File: config.mk
export PLATFORM = sky130hd
export DESIGN_NAME = adma_regs_top
export DESIGN_NICKNAME = d
export VERILOG_FILES = /design/src/rtl/adma_pkg.sv /design/src/rtl/adma_chan.sv /design/src/rtl/adma_glob.sv /design/src/rtl/adma_regs_top.sv
export SDC_FILE = /design/constraint.sdc
export NUM_CORES = 1
export LEC_CHECK = 0
export BUFFER_PORTS_ARGS = -buffer_cell sky130_fd_sc_hd__buf_2
export CAP_MARGIN = 20
export CORE_ASPECT_RATIO = 1.5
export CORE_MARGIN = 1.5
export CORE_UTILIZATION = 30
export CTS_BUF_LIST = sky130_fd_sc_hd__clkbuf_16
export CTS_CLUSTER_DIAMETER = 80
export DETAILED_ROUTE_END_ITERATION = 7
export SLEW_MARGIN = 25
export SYNTH_ARGS = -nofsm -noshare
export SYNTH_HDL_FRONTEND = slang
export SYNTH_HIERARCHICAL = 1
export SYNTH_SLANG_ARGS = --single-unit
File: constraint.sdc
create_clock -name clk_i -period 2.8 [get_ports clk_i]
set_input_delay 0.42 -clock clk_i [delete_from_list [all_inputs] [get_ports clk_i]]
set_output_delay 0.42 -clock clk_i [all_outputs]
set_load 0.01 [all_outputs]
File: src/rtl/adma_pkg.sv
package adma_pkg;
  localparam int ST_W  = 5;
  localparam int CTL_W = 5;
  localparam int GS_W  = 18;
  localparam int GC_W  = 6;

  typedef enum logic [1:0] {
    SZ_BYTE  = 2'd0,
    SZ_WORD  = 2'd1,
    SZ_DWORD = 2'd2
  } acc_size_e;

  // channel window offsets
  localparam logic [3:0] OFF_BASE = 4'h0;
  localparam logic [3:0] OFF_CUR  = 4'h4;
  localparam logic [3:0] OFF_LAST = 4'h5;
  localparam logic [3:0] OFF_ST   = 4'h6;
  localparam logic [3:0] OFF_CNT  = 4'h8;
  localparam logic [3:0] OFF_PREF = 4'hA;
  localparam logic [3:0] OFF_CTL  = 4'hB;

  localparam logic [7:0] A_GCTL = 8'h2C;
  localparam logic [7:0] A_GSTA = 8'h30;
  localparam logic [7:0] A_SEM  = 8'h34;

  // control bits
  localparam int C_RUN  = 0;
  localparam int C_RST  = 1;
  localparam int C_LVIE = 2;
  localparam int C_IOCE = 4;
  // status bits
  localparam int S_HALT = 0;
  localparam int S_LVBC = 2;
  localparam int S_BCIS = 3;

  localparam logic [CTL_W-1:0] CTL_KEEP = 5'b11100;
  localparam logic [GS_W-1:0]  GS_RW    = 18'h30000;
  localparam logic [GS_W-1:0]  GS_W1C   = 18'h08C01;
endpackage

File: src/rtl/adma_chan.sv
module adma_chan
  import adma_pkg::*;
#(
  parameter int IDX_W = 5,
  parameter int CNT_W = 16
) (
  input  logic              clk_i,
  input  logic              rst_ni,
  input  logic              wr_base_i,
  input  logic              wr_last_i,
  input  logic              wr_ctl_i,
  input  logic              wr_st_i,
  input  logic [31:0]       wdata_i,
  input  logic [2:0]        evt_i,
  input  logic              seq_upd_i,
  input  logic [IDX_W-1:0]  seq_cur_i,
  input  logic [IDX_W-1:0]  seq_pref_i,
  input  logic [CNT_W-1:0]  seq_cnt_i,
  input  logic [1:0]        seq_flg_i,
  output logic [31:0]       base_o,
  output logic [IDX_W-1:0]  cur_o,
  output logic [IDX_W-1:0]  last_o,
  output logic [IDX_W-1:0]  pref_o,
  output logic [CNT_W-1:0]  cnt_o,
  output logic [ST_W-1:0]   st_o,
  output logic [CTL_W-1:0]  ctl_o,
  output logic              lvl_o
);
  logic [31:0]      base_q, base_d;
  logic [IDX_W-1:0] cur_q, cur_d, last_q, last_d, pref_q, pref_d;
  logic [CNT_W-1:0] cnt_q, cnt_d;
  logic [ST_W-1:0]  st_q, st_d;
  logic [CTL_W-1:0] ctl_q, ctl_d;
  logic             lvl_q, lvl_d;

  always_comb begin
    base_d = base_q;
    cur_d  = cur_q;
    last_d = last_q;
    pref_d = pref_q;
    cnt_d  = cnt_q;
    st_d   = st_q;
    ctl_d  = ctl_q;
    if (seq_upd_i) begin
      cur_d      = seq_cur_i;
      pref_d     = seq_pref_i;
      cnt_d      = seq_cnt_i;
      st_d[1:0]  = seq_flg_i;
    end
    if (wr_base_i) base_d = {wdata_i[31:2], 2'b00};
    if (wr_last_i) last_d = wdata_i[IDX_W-1:0];
    if (wr_ctl_i) begin
      if (wdata_i[C_RST]) begin
        base_d = '0;
        cur_d  = '0;
        last_d = '0;
        pref_d = '0;
        cnt_d  = '0;
        st_d   = ST_W'(1);
        ctl_d  = ctl_q & CTL_KEEP;
      end else begin
        ctl_d          = wdata_i[CTL_W-1:0];
        st_d[S_HALT]   = ~wdata_i[C_RUN];
      end
    end
    if (wr_st_i) st_d[4:2] = st_d[4:2] & ~wdata_i[4:2];
    st_d[4:2] = st_d[4:2] | evt_i;  // event wins over host clear
  end

  // level re-evaluated only when sticky interrupt bits change
  always_comb begin
    lvl_d = lvl_q;
    if (st_d[4:2] != st_q[4:2]) begin
      if (st_d[4:2] == 3'b000) lvl_d = 1'b0;
      else if ((st_d[S_LVBC] && ctl_d[C_LVIE]) || (st_d[S_BCIS] && ctl_d[C_IOCE]))
        lvl_d = 1'b1;
    end
  end

  always_ff @(posedge clk_i or negedge rst_ni) begin
    if (!rst_ni) begin
      base_q <= '0;
      cur_q  <= '0;
      last_q <= '0;
      pref_q <= '0;
      cnt_q  <= '0;
      st_q   <= ST_W'(1);
      ctl_q  <= '0;
      lvl_q  <= 1'b0;
    end else begin
      base_q <= base_d;
      cur_q  <= cur_d;
      last_q <= last_d;
      pref_q <= pref_d;
      cnt_q  <= cnt_d;
      st_q   <= st_d;
      ctl_q  <= ctl_d;
      lvl_q  <= lvl_d;
    end
  end

  assign base_o = base_q;
  assign cur_o  = cur_q;
  assign last_o = last_q;
  assign pref_o = pref_q;
  assign cnt_o  = cnt_q;
  assign st_o   = st_q;
  assign ctl_o  = ctl_q;
  assign lvl_o  = lvl_q;

  assert_lvl_fall_R7: assert property (@(posedge clk_i) disable iff (!rst_ni)
    $fell(lvl_q) |-> (st_q[4:2] == 3'b000));
  assert_lvl_rise_R7: assert property (@(posedge clk_i) disable iff (!rst_ni)
    $rose(lvl_q) |-> ((st_q[S_LVBC] && ctl_q[C_LVIE]) || (st_q[S_BCIS] && ctl_q[C_IOCE])));
  assert_lvl_hold_R7: assert property (@(posedge clk_i) disable iff (!rst_ni)
    $stable(st_q[4:2]) |-> $stable(lvl_q));
  assert_evt_set_R6: assert property (@(posedge clk_i) disable iff (!rst_ni)
    (evt_i != 3'b000) |=> ((st_q[4:2] & $past(evt_i)) == $past(evt_i)));
endmodule

File: src/rtl/adma_glob.sv
module adma_glob
  import adma_pkg::*;
#(
  parameter int NCH = 3
) (
  input  logic             clk_i,
  input  logic             rst_ni,
  input  logic             wr_ctl_i,
  input  logic             wr_sta_i,
  input  logic             rd_sem_i,
  input  logic [31:0]      wdata_i,
  input  logic [3:0]       glob_set_i,
  input  logic             mix_acc_i,
  input  logic [NCH-1:0]   lvl_i,
  output logic [GC_W-1:0]  ctl_o,
  output logic [31:0]      sta_rd_o,
  output logic             sem_o
);
  logic [GC_W-1:0] ctl_q;
  logic [GS_W-1:0] sta_q, sta_d, set_vec, sum_vec;
  logic            sem_q;

  assign set_vec = (GS_W'(glob_set_i[3]) << 15) | (GS_W'(glob_set_i[2]) << 11) |
                   (GS_W'(glob_set_i[1]) << 10) |  GS_W'(glob_set_i[0]);

  always_comb begin
    sta_d = sta_q;
    if (wr_sta_i) begin
      sta_d = (sta_d & ~GS_RW) | (wdata_i[GS_W-1:0] & GS_RW);
      sta_d = sta_d & ~(wdata_i[GS_W-1:0] & GS_W1C);
    end
    sta_d = sta_d | set_vec;
  end

  always_comb begin
    sum_vec = '0;
    for (int c = 0; c < NCH; c++) sum_vec[5+c] = lvl_i[c];
  end

  always_ff @(posedge clk_i or negedge rst_ni) begin
    if (!rst_ni) begin
      ctl_q <= '0;
      sta_q <= '0;
      sem_q <= 1'b0;
    end else begin
      if (wr_ctl_i && !wdata_i[2] && !wdata_i[1]) ctl_q <= wdata_i[GC_W-1:0];
      sta_q <= sta_d;
      if (mix_acc_i)     sem_q <= 1'b0;
      else if (rd_sem_i) sem_q <= 1'b1;
    end
  end

  assign ctl_o    = ctl_q;
  assign sta_rd_o = 32'(sta_q | sum_vec | (GS_W'(1) << 8));
  assign sem_o    = sem_q;

  assert_gctl_hold_R9: assert property (@(posedge clk_i) disable iff (!rst_ni)
    (wr_ctl_i && (wdata_i[2] || wdata_i[1])) |=> $stable(ctl_q));
  assert_sem_set_R11: assert property (@(posedge clk_i) disable iff (!rst_ni)
    (rd_sem_i && !mix_acc_i) |=> sem_q);
  assert_sem_clr_R11: assert property (@(posedge clk_i) disable iff (!rst_ni)
    mix_acc_i |=> !sem_q);
endmodule

File: src/rtl/adma_regs_top.sv
module adma_regs_top
  import adma_pkg::*;
#(
  parameter int NCH    = 3,   // at most 3: window 3 holds globals
  parameter int IDX_W  = 5,
  parameter int CNT_W  = 16,
  parameter int ADDR_W = 8
) (
  input  logic                 clk_i,
  input  logic                 rst_ni,
  input  logic                 bus_req_i,
  input  logic                 bus_we_i,
  input  logic [1:0]           bus_size_i,
  input  logic [ADDR_W-1:0]    bus_addr_i,
  input  logic [31:0]          bus_wdata_i,
  output logic [31:0]          bus_rdata_o,
  input  logic                 mix_acc_i,
  input  logic [NCH*3-1:0]     evt_i,
  input  logic [NCH-1:0]       seq_upd_i,
  input  logic [NCH*IDX_W-1:0] seq_cur_i,
  input  logic [NCH*IDX_W-1:0] seq_pref_i,
  input  logic [NCH*CNT_W-1:0] seq_cnt_i,
  input  logic [NCH*2-1:0]     seq_flg_i,
  input  logic [3:0]           glob_set_i,
  output logic [NCH-1:0]       run_o,
  output logic [NCH*32-1:0]    bd_base_o,
  output logic [NCH*IDX_W-1:0] last_idx_o,
  output logic [GC_W-1:0]      glob_ctl_o,
  output logic                 irq_o
);
  logic [3:0] off;
  logic [1:0] sel;
  logic       win_hit, is_b, is_w, is_d, wr, rd;

  assign off     = bus_addr_i[3:0];
  assign sel     = bus_addr_i[5:4];
  assign win_hit = (bus_addr_i[ADDR_W-1:4] < (ADDR_W-4)'(NCH));
  assign is_b    = (bus_size_i == SZ_BYTE);
  assign is_w    = (bus_size_i == SZ_WORD);
  assign is_d    = (bus_size_i == SZ_DWORD);
  assign wr      = bus_req_i && bus_we_i;
  assign rd      = bus_req_i && !bus_we_i;

  logic [31:0]      base_a [NCH];
  logic [IDX_W-1:0] cur_a  [NCH];
  logic [IDX_W-1:0] last_a [NCH];
  logic [IDX_W-1:0] pref_a [NCH];
  logic [CNT_W-1:0] cnt_a  [NCH];
  logic [ST_W-1:0]  st_a   [NCH];
  logic [CTL_W-1:0] ctl_a  [NCH];
  logic [NCH-1:0]   lvl;

  for (genvar c = 0; c < NCH; c++) begin : g_ch
    logic hit;
    assign hit = wr && win_hit && (sel == 2'(c));
    adma_chan #(.IDX_W(IDX_W), .CNT_W(CNT_W)) u_chan (
      .clk_i      (clk_i),
      .rst_ni     (rst_ni),
      .wr_base_i  (hit && is_d && off == OFF_BASE),
      .wr_last_i  (hit && is_b && off == OFF_LAST),
      .wr_ctl_i   (hit && is_b && off == OFF_CTL),
      .wr_st_i    (hit && (is_b || is_w) && off == OFF_ST),
      .wdata_i    (bus_wdata_i),
      .evt_i      (evt_i[c*3 +: 3]),
      .seq_upd_i  (seq_upd_i[c]),
      .seq_cur_i  (seq_cur_i[c*IDX_W +: IDX_W]),
      .seq_pref_i (seq_pref_i[c*IDX_W +: IDX_W]),
      .seq_cnt_i  (seq_cnt_i[c*CNT_W +: CNT_W]),
      .seq_flg_i  (seq_flg_i[c*2 +: 2]),
      .base_o     (base_a[c]),
      .cur_o      (cur_a[c]),
      .last_o     (last_a[c]),
      .pref_o     (pref_a[c]),
      .cnt_o      (cnt_a[c]),
      .st_o       (st_a[c]),
      .ctl_o      (ctl_a[c]),
      .lvl_o      (lvl[c])
    );
    assign run_o[c]                      = ctl_a[c][C_RUN];
    assign bd_base_o[c*32 +: 32]         = base_a[c];
    assign last_idx_o[c*IDX_W +: IDX_W]  = last_a[c];
  end

  logic [31:0] gsta_rd;
  logic        sem;

  adma_glob #(.NCH(NCH)) u_glob (
    .clk_i      (clk_i),
    .rst_ni     (rst_ni),
    .wr_ctl_i   (wr && is_d && bus_addr_i == ADDR_W'(A_GCTL)),
    .wr_sta_i   (wr && is_d && bus_addr_i == ADDR_W'(A_GSTA)),
    .rd_sem_i   (rd && is_b && bus_addr_i == ADDR_W'(A_SEM)),
    .wdata_i    (bus_wdata_i),
    .glob_set_i (glob_set_i),
    .mix_acc_i  (mix_acc_i),
    .lvl_i      (lvl),
    .ctl_o      (glob_ctl_o),
    .sta_rd_o   (gsta_rd),
    .sem_o      (sem)
  );

  assign irq_o = |lvl;

  always_comb begin
    bus_rdata_o = '1;
    if (win_hit) begin
      if (is_b) begin
        case (off)
          OFF_CUR:  bus_rdata_o = 32'(cur_a[sel]);
          OFF_LAST: bus_rdata_o = 32'(last_a[sel]);
          OFF_ST:   bus_rdata_o = 32'(st_a[sel]);
          OFF_PREF: bus_rdata_o = 32'(pref_a[sel]);
          OFF_CTL:  bus_rdata_o = 32'(ctl_a[sel]);
          default:  bus_rdata_o = '1;
        endcase
      end else if (is_w) begin
        case (off)
          OFF_ST:  bus_rdata_o = 32'(st_a[sel]);
          OFF_CNT: bus_rdata_o = 32'(cnt_a[sel]);
          default: bus_rdata_o = '1;
        endcase
      end else if (is_d) begin
        case (off)
          OFF_BASE: bus_rdata_o = base_a[sel];
          OFF_CUR:  bus_rdata_o = {11'b0, st_a[sel], 8'(last_a[sel]), 8'(cur_a[sel])};
          OFF_CNT:  bus_rdata_o = {3'b0, ctl_a[sel], 8'(pref_a[sel]), 16'(cnt_a[sel])};
          default:  bus_rdata_o = '1;
        endcase
      end
    end
    if (is_d && bus_addr_i == ADDR_W'(A_GCTL)) bus_rdata_o = 32'(glob_ctl_o);
    if (is_d && bus_addr_i == ADDR_W'(A_GSTA)) bus_rdata_o = gsta_rd;
    if (is_b && bus_addr_i == ADDR_W'(A_SEM))  bus_rdata_o = 32'(sem);
  end

  assert_irq_src_R8: assert property (@(posedge clk_i) disable iff (!rst_ni)
    irq_o |-> (gsta_rd[7:5] != 3'b000));
endmodule

==> results_dict.tcl <==
set metrics [dict create \
    arrival_ps 2340 \
    fmax_ghz 0.363 \
    grt_use_met3_pct 3.62 \
    synth.top_cell.area_share_pct 44.0 \
    critical_path_class "primary input to output pin" \
    drv_slew 0 \
    yosysUniqueCellTypes 60 \
    multi_input_area_um2 6890 \
    setup_slack_ps 44.2 \
    fin_area_um2 17500 \
    die_area_um2 44700 \
    firstDrtPassIters 5 \
    synthCells 1357 \
    crit_family "simple AND/OR/NAND/NOR gates" \
    hold_path_class "primary input to flop" \
    portBuffers 299 \
    grt_util_all_layers_pct 23.0 \
    whs_path_depth 2 \
    instances_no_fill 2356 \
    hold_violations 0 \
    max_slew_margin_pct 55.3 \
    placedCellCount 2298 \
    ys_async_sr_fraction_pct 100 \
    num_vias 12000 \
    synth_area_per_cell_um2 9.59 \
    antenna_left 0 \
    use_met2_pct 40.8 \
    synth_xor_area_share_pct 0 \
    placeableCoreArea_um2 42800 \
    crit_start "bus_addr_i[1]" \
    clockRootBuffer "clkbuf_16" \
    place_ws_ps -504 \
    fin_tns_setup_ps 0 \
    n_fill_cell 4340 \
    crit_path_end_kind "output pin" \
    drive_gt1_share_pct 35.6 \
    gp_congestion 0.932 \
    start_util_pct 30.4 \
    htreeDepth 1 \
    status "finished clean" \
    grt_pass1_vias 12200 \
    antenna_found_initial 8 \
    synth_top_family_by_area "multiplexers" \
    ys_seq_area_share_pct 44.6 \
    r2r_end "g_ch[0].u_chan/lvl_o" \
    wire_per_inst_um 22.1 \
    p_leak_nw 8.36 \
    ys_seq_elements 232 \
    synthTopCellsByArea "dfrtp_1 (44%), mux2i_1 (20%), nor2_1 (7.6%)" \
    path_depth 10 \
    syn_area_um2 13000 \
    postRouteWirelength_um 52000 \
    drt_iter0_drc 746 \
    synth_compound_area_share_pct 11.8 \
    synth_flop_cell "dfrtp_1" \
    min_period_over_period_pct 98.4 \
    io_pins 300 \
    rows 93 \
    regToRegSetupSlack_ps 1250 \
    cp_max_fo 8 \
    cts_tree "built" \
    rr_worst_depth 6 \
    seq_area_um2 5810 \
    synth-simple-area-share_pct 16.5 \
    grt.busiest_layer "met2" \
    fin_crit_ps 2760 \
    die_y_um 258 \
    grt_util_met1_pct 26.8 \
    place_area_um2 16300 \
    hold_end "u_glob/sta_q[11]" \
    drc 0 \
    grt_max_degree 76 \
    die_x_um 173 \
    crit_path_max_incr_delay_ps 440 \
    ir_worst_vdd_uv 433 \
    grt_pass1_wl_um 77800 \
    start_kind "primary input" \
    routed_via_density 5.08 \
    setup_viol 0 \
    cts_buffers 25 \
    path_cells "buf_2, or3b_1, a21oi_4, nand2b_4, nand2_2, buf_4, a221oi_1, nor3_1, buf_4, buf_2" \
    cts_buffer_depth 3 \
    yosysWarningCount 6 \
    r2r_start "g_ch[0].u_chan/st_o[2]" \
    synth_top_area_cell "dfrtp_1" \
    worst_slew_pin_slew_ps 671 \
    area.growth.synth_to_final_pct 34.4 \
    grt.overflow.total 0 \
    min_from "glob_set_i[2]" \
    p_per_area_nw_per_um2 447 \
    hpwl_um 39800 \
    synth_mux_area_share_pct 21.2 \
    synth_edf_count 0 \
    clk_pin_slew_ps 60 \
    critPathBufInv 4 \
    insertion_delay_ps 540 \
    nets 1911 \
    synthAdderAreaFrac_pct 0 \
    crit_path_top_delay_cell "or3b_1" \
    clkSinkCount 232 \
    cp_data_required_time_ps 2380 \
    maxCapViolations 0 \
    fin_skew_ps 6.95 \
]
flip-flops by register name, indices dropped and copies added, names as in the netlist, 6 cells and up:
name                flops
u_glob/sta_q            6
g_ch.u_chan/base_o     96
g_ch.u_chan/pref_o     15
g_ch.u_chan/cnt_o      48
u_glob/ctl_o            6
g_ch.u_chan/st_o       15
g_ch.u_chan/last_o     15
g_ch.u_chan/cur_o      15
g_ch.u_chan/ctl_o      12
power breakdown:
part	switching, W	total (W)	internal (W)
clock	0.00144	0.00316	0.00172
sequential	0.0000892	0.00358	0.00349
combinational	0.000625	0.00109	0.000462
total	0.00215	0.00783	0.00567
layout make-up:
cell class | instances | area share [%]
Multi-Input combinational cell | 996 | 39.4
Tap cell | 570 | 4.08
Sequential cell | 232 | 33.2
Antenna cell | 5 | 0.0715
Inverter | 24 | 0.515
Clock buffer | 25 | 3.58
Timing Repair Buffer | 485 | 18.5
Clock inverter | 19 | 0.722
layout by cell type (no fill, tap or decap), types with 8 or more instances in the layout:
master	synthesis	final
a21oi_1	69	58
a21oi_2	0	10
a221oi_1	12	12
a31oi_1	9	8
buf_12	0	24
buf_2	55	294
buf_4	29	161
clkbuf_16	0	25
conb_1	5	26
dfrtp_1	229	229
inv_1	23	29
mux2_2	18	18
mux2i_1	256	251
nand2_1	66	64
nand3b_1	21	21
nor2_1	263	258
nor3_1	19	13
nor3b_1	11	10
nor4_1	9	8
o21ai_0	70	53
o21ai_1	0	13
o22ai_1	16	15
kinds of logic after synthesis:
family,count (synthesis)
multiplexers,274
other,5
flip-flops,232
buffers and inverters,150
AND/OR/NAND/NOR,457
AO/OA/AOI/OAI,239
layer usage:
layer	vias up	routed length [um]
met5	-	13
met4	2	2490
met3	104	2540
met2	388	26700
met1	5942	20300
li1	5540	-
worst max-delay path by stage:
| stage | endpoint | slack [ps] |
|---|---|---|
| after floorplan | g_ch[1].u_chan/lvl_o | 190 |
| after global placement | bus_rdata_o[5] | -400 |
| after detailed placement | bus_rdata_o[5] | -500 |
| after CTS | bus_rdata_o[5] | -40 |
| after global routing | bus_rdata_o[5] | -2 |
| final | bus_rdata_o[7] | 40 |
through the flow:
step                      utilization (%)  hold slack (ps)  total power, W
after floorplan                         -              124         0.00410
after CTS                            40.2             31.3         0.00788
after global placement               38.1              434         0.00466
final                                40.9             55.0         0.00783
after detailed placement             38.1              444         0.00467
after global routing                 40.9             56.5         0.00813
Yosys cell counts, drive strengths merged (16+ instances only):
library cell,n
clkbuf,32
mux2i,256
o21ai,70
inv,23
o22ai,16
nor2,263
a21oi,69
nor3,21
buf,94
mux2,18
a221oi,17
nand3b,21
dfrtp,229
nand2,66
what timing repair did:
item / CTS / global route
pin swaps: 8 / 21
resized for setup: 34 / 56
cloned: 0 / 0
hold buffers: 1 / 0
setup endpoints to repair: 21 / 25
endpoints found under the hold margin: 72 / 0
setup buffers: 3 / 9
Note: power is estimated with default switching activity, not from simulation.
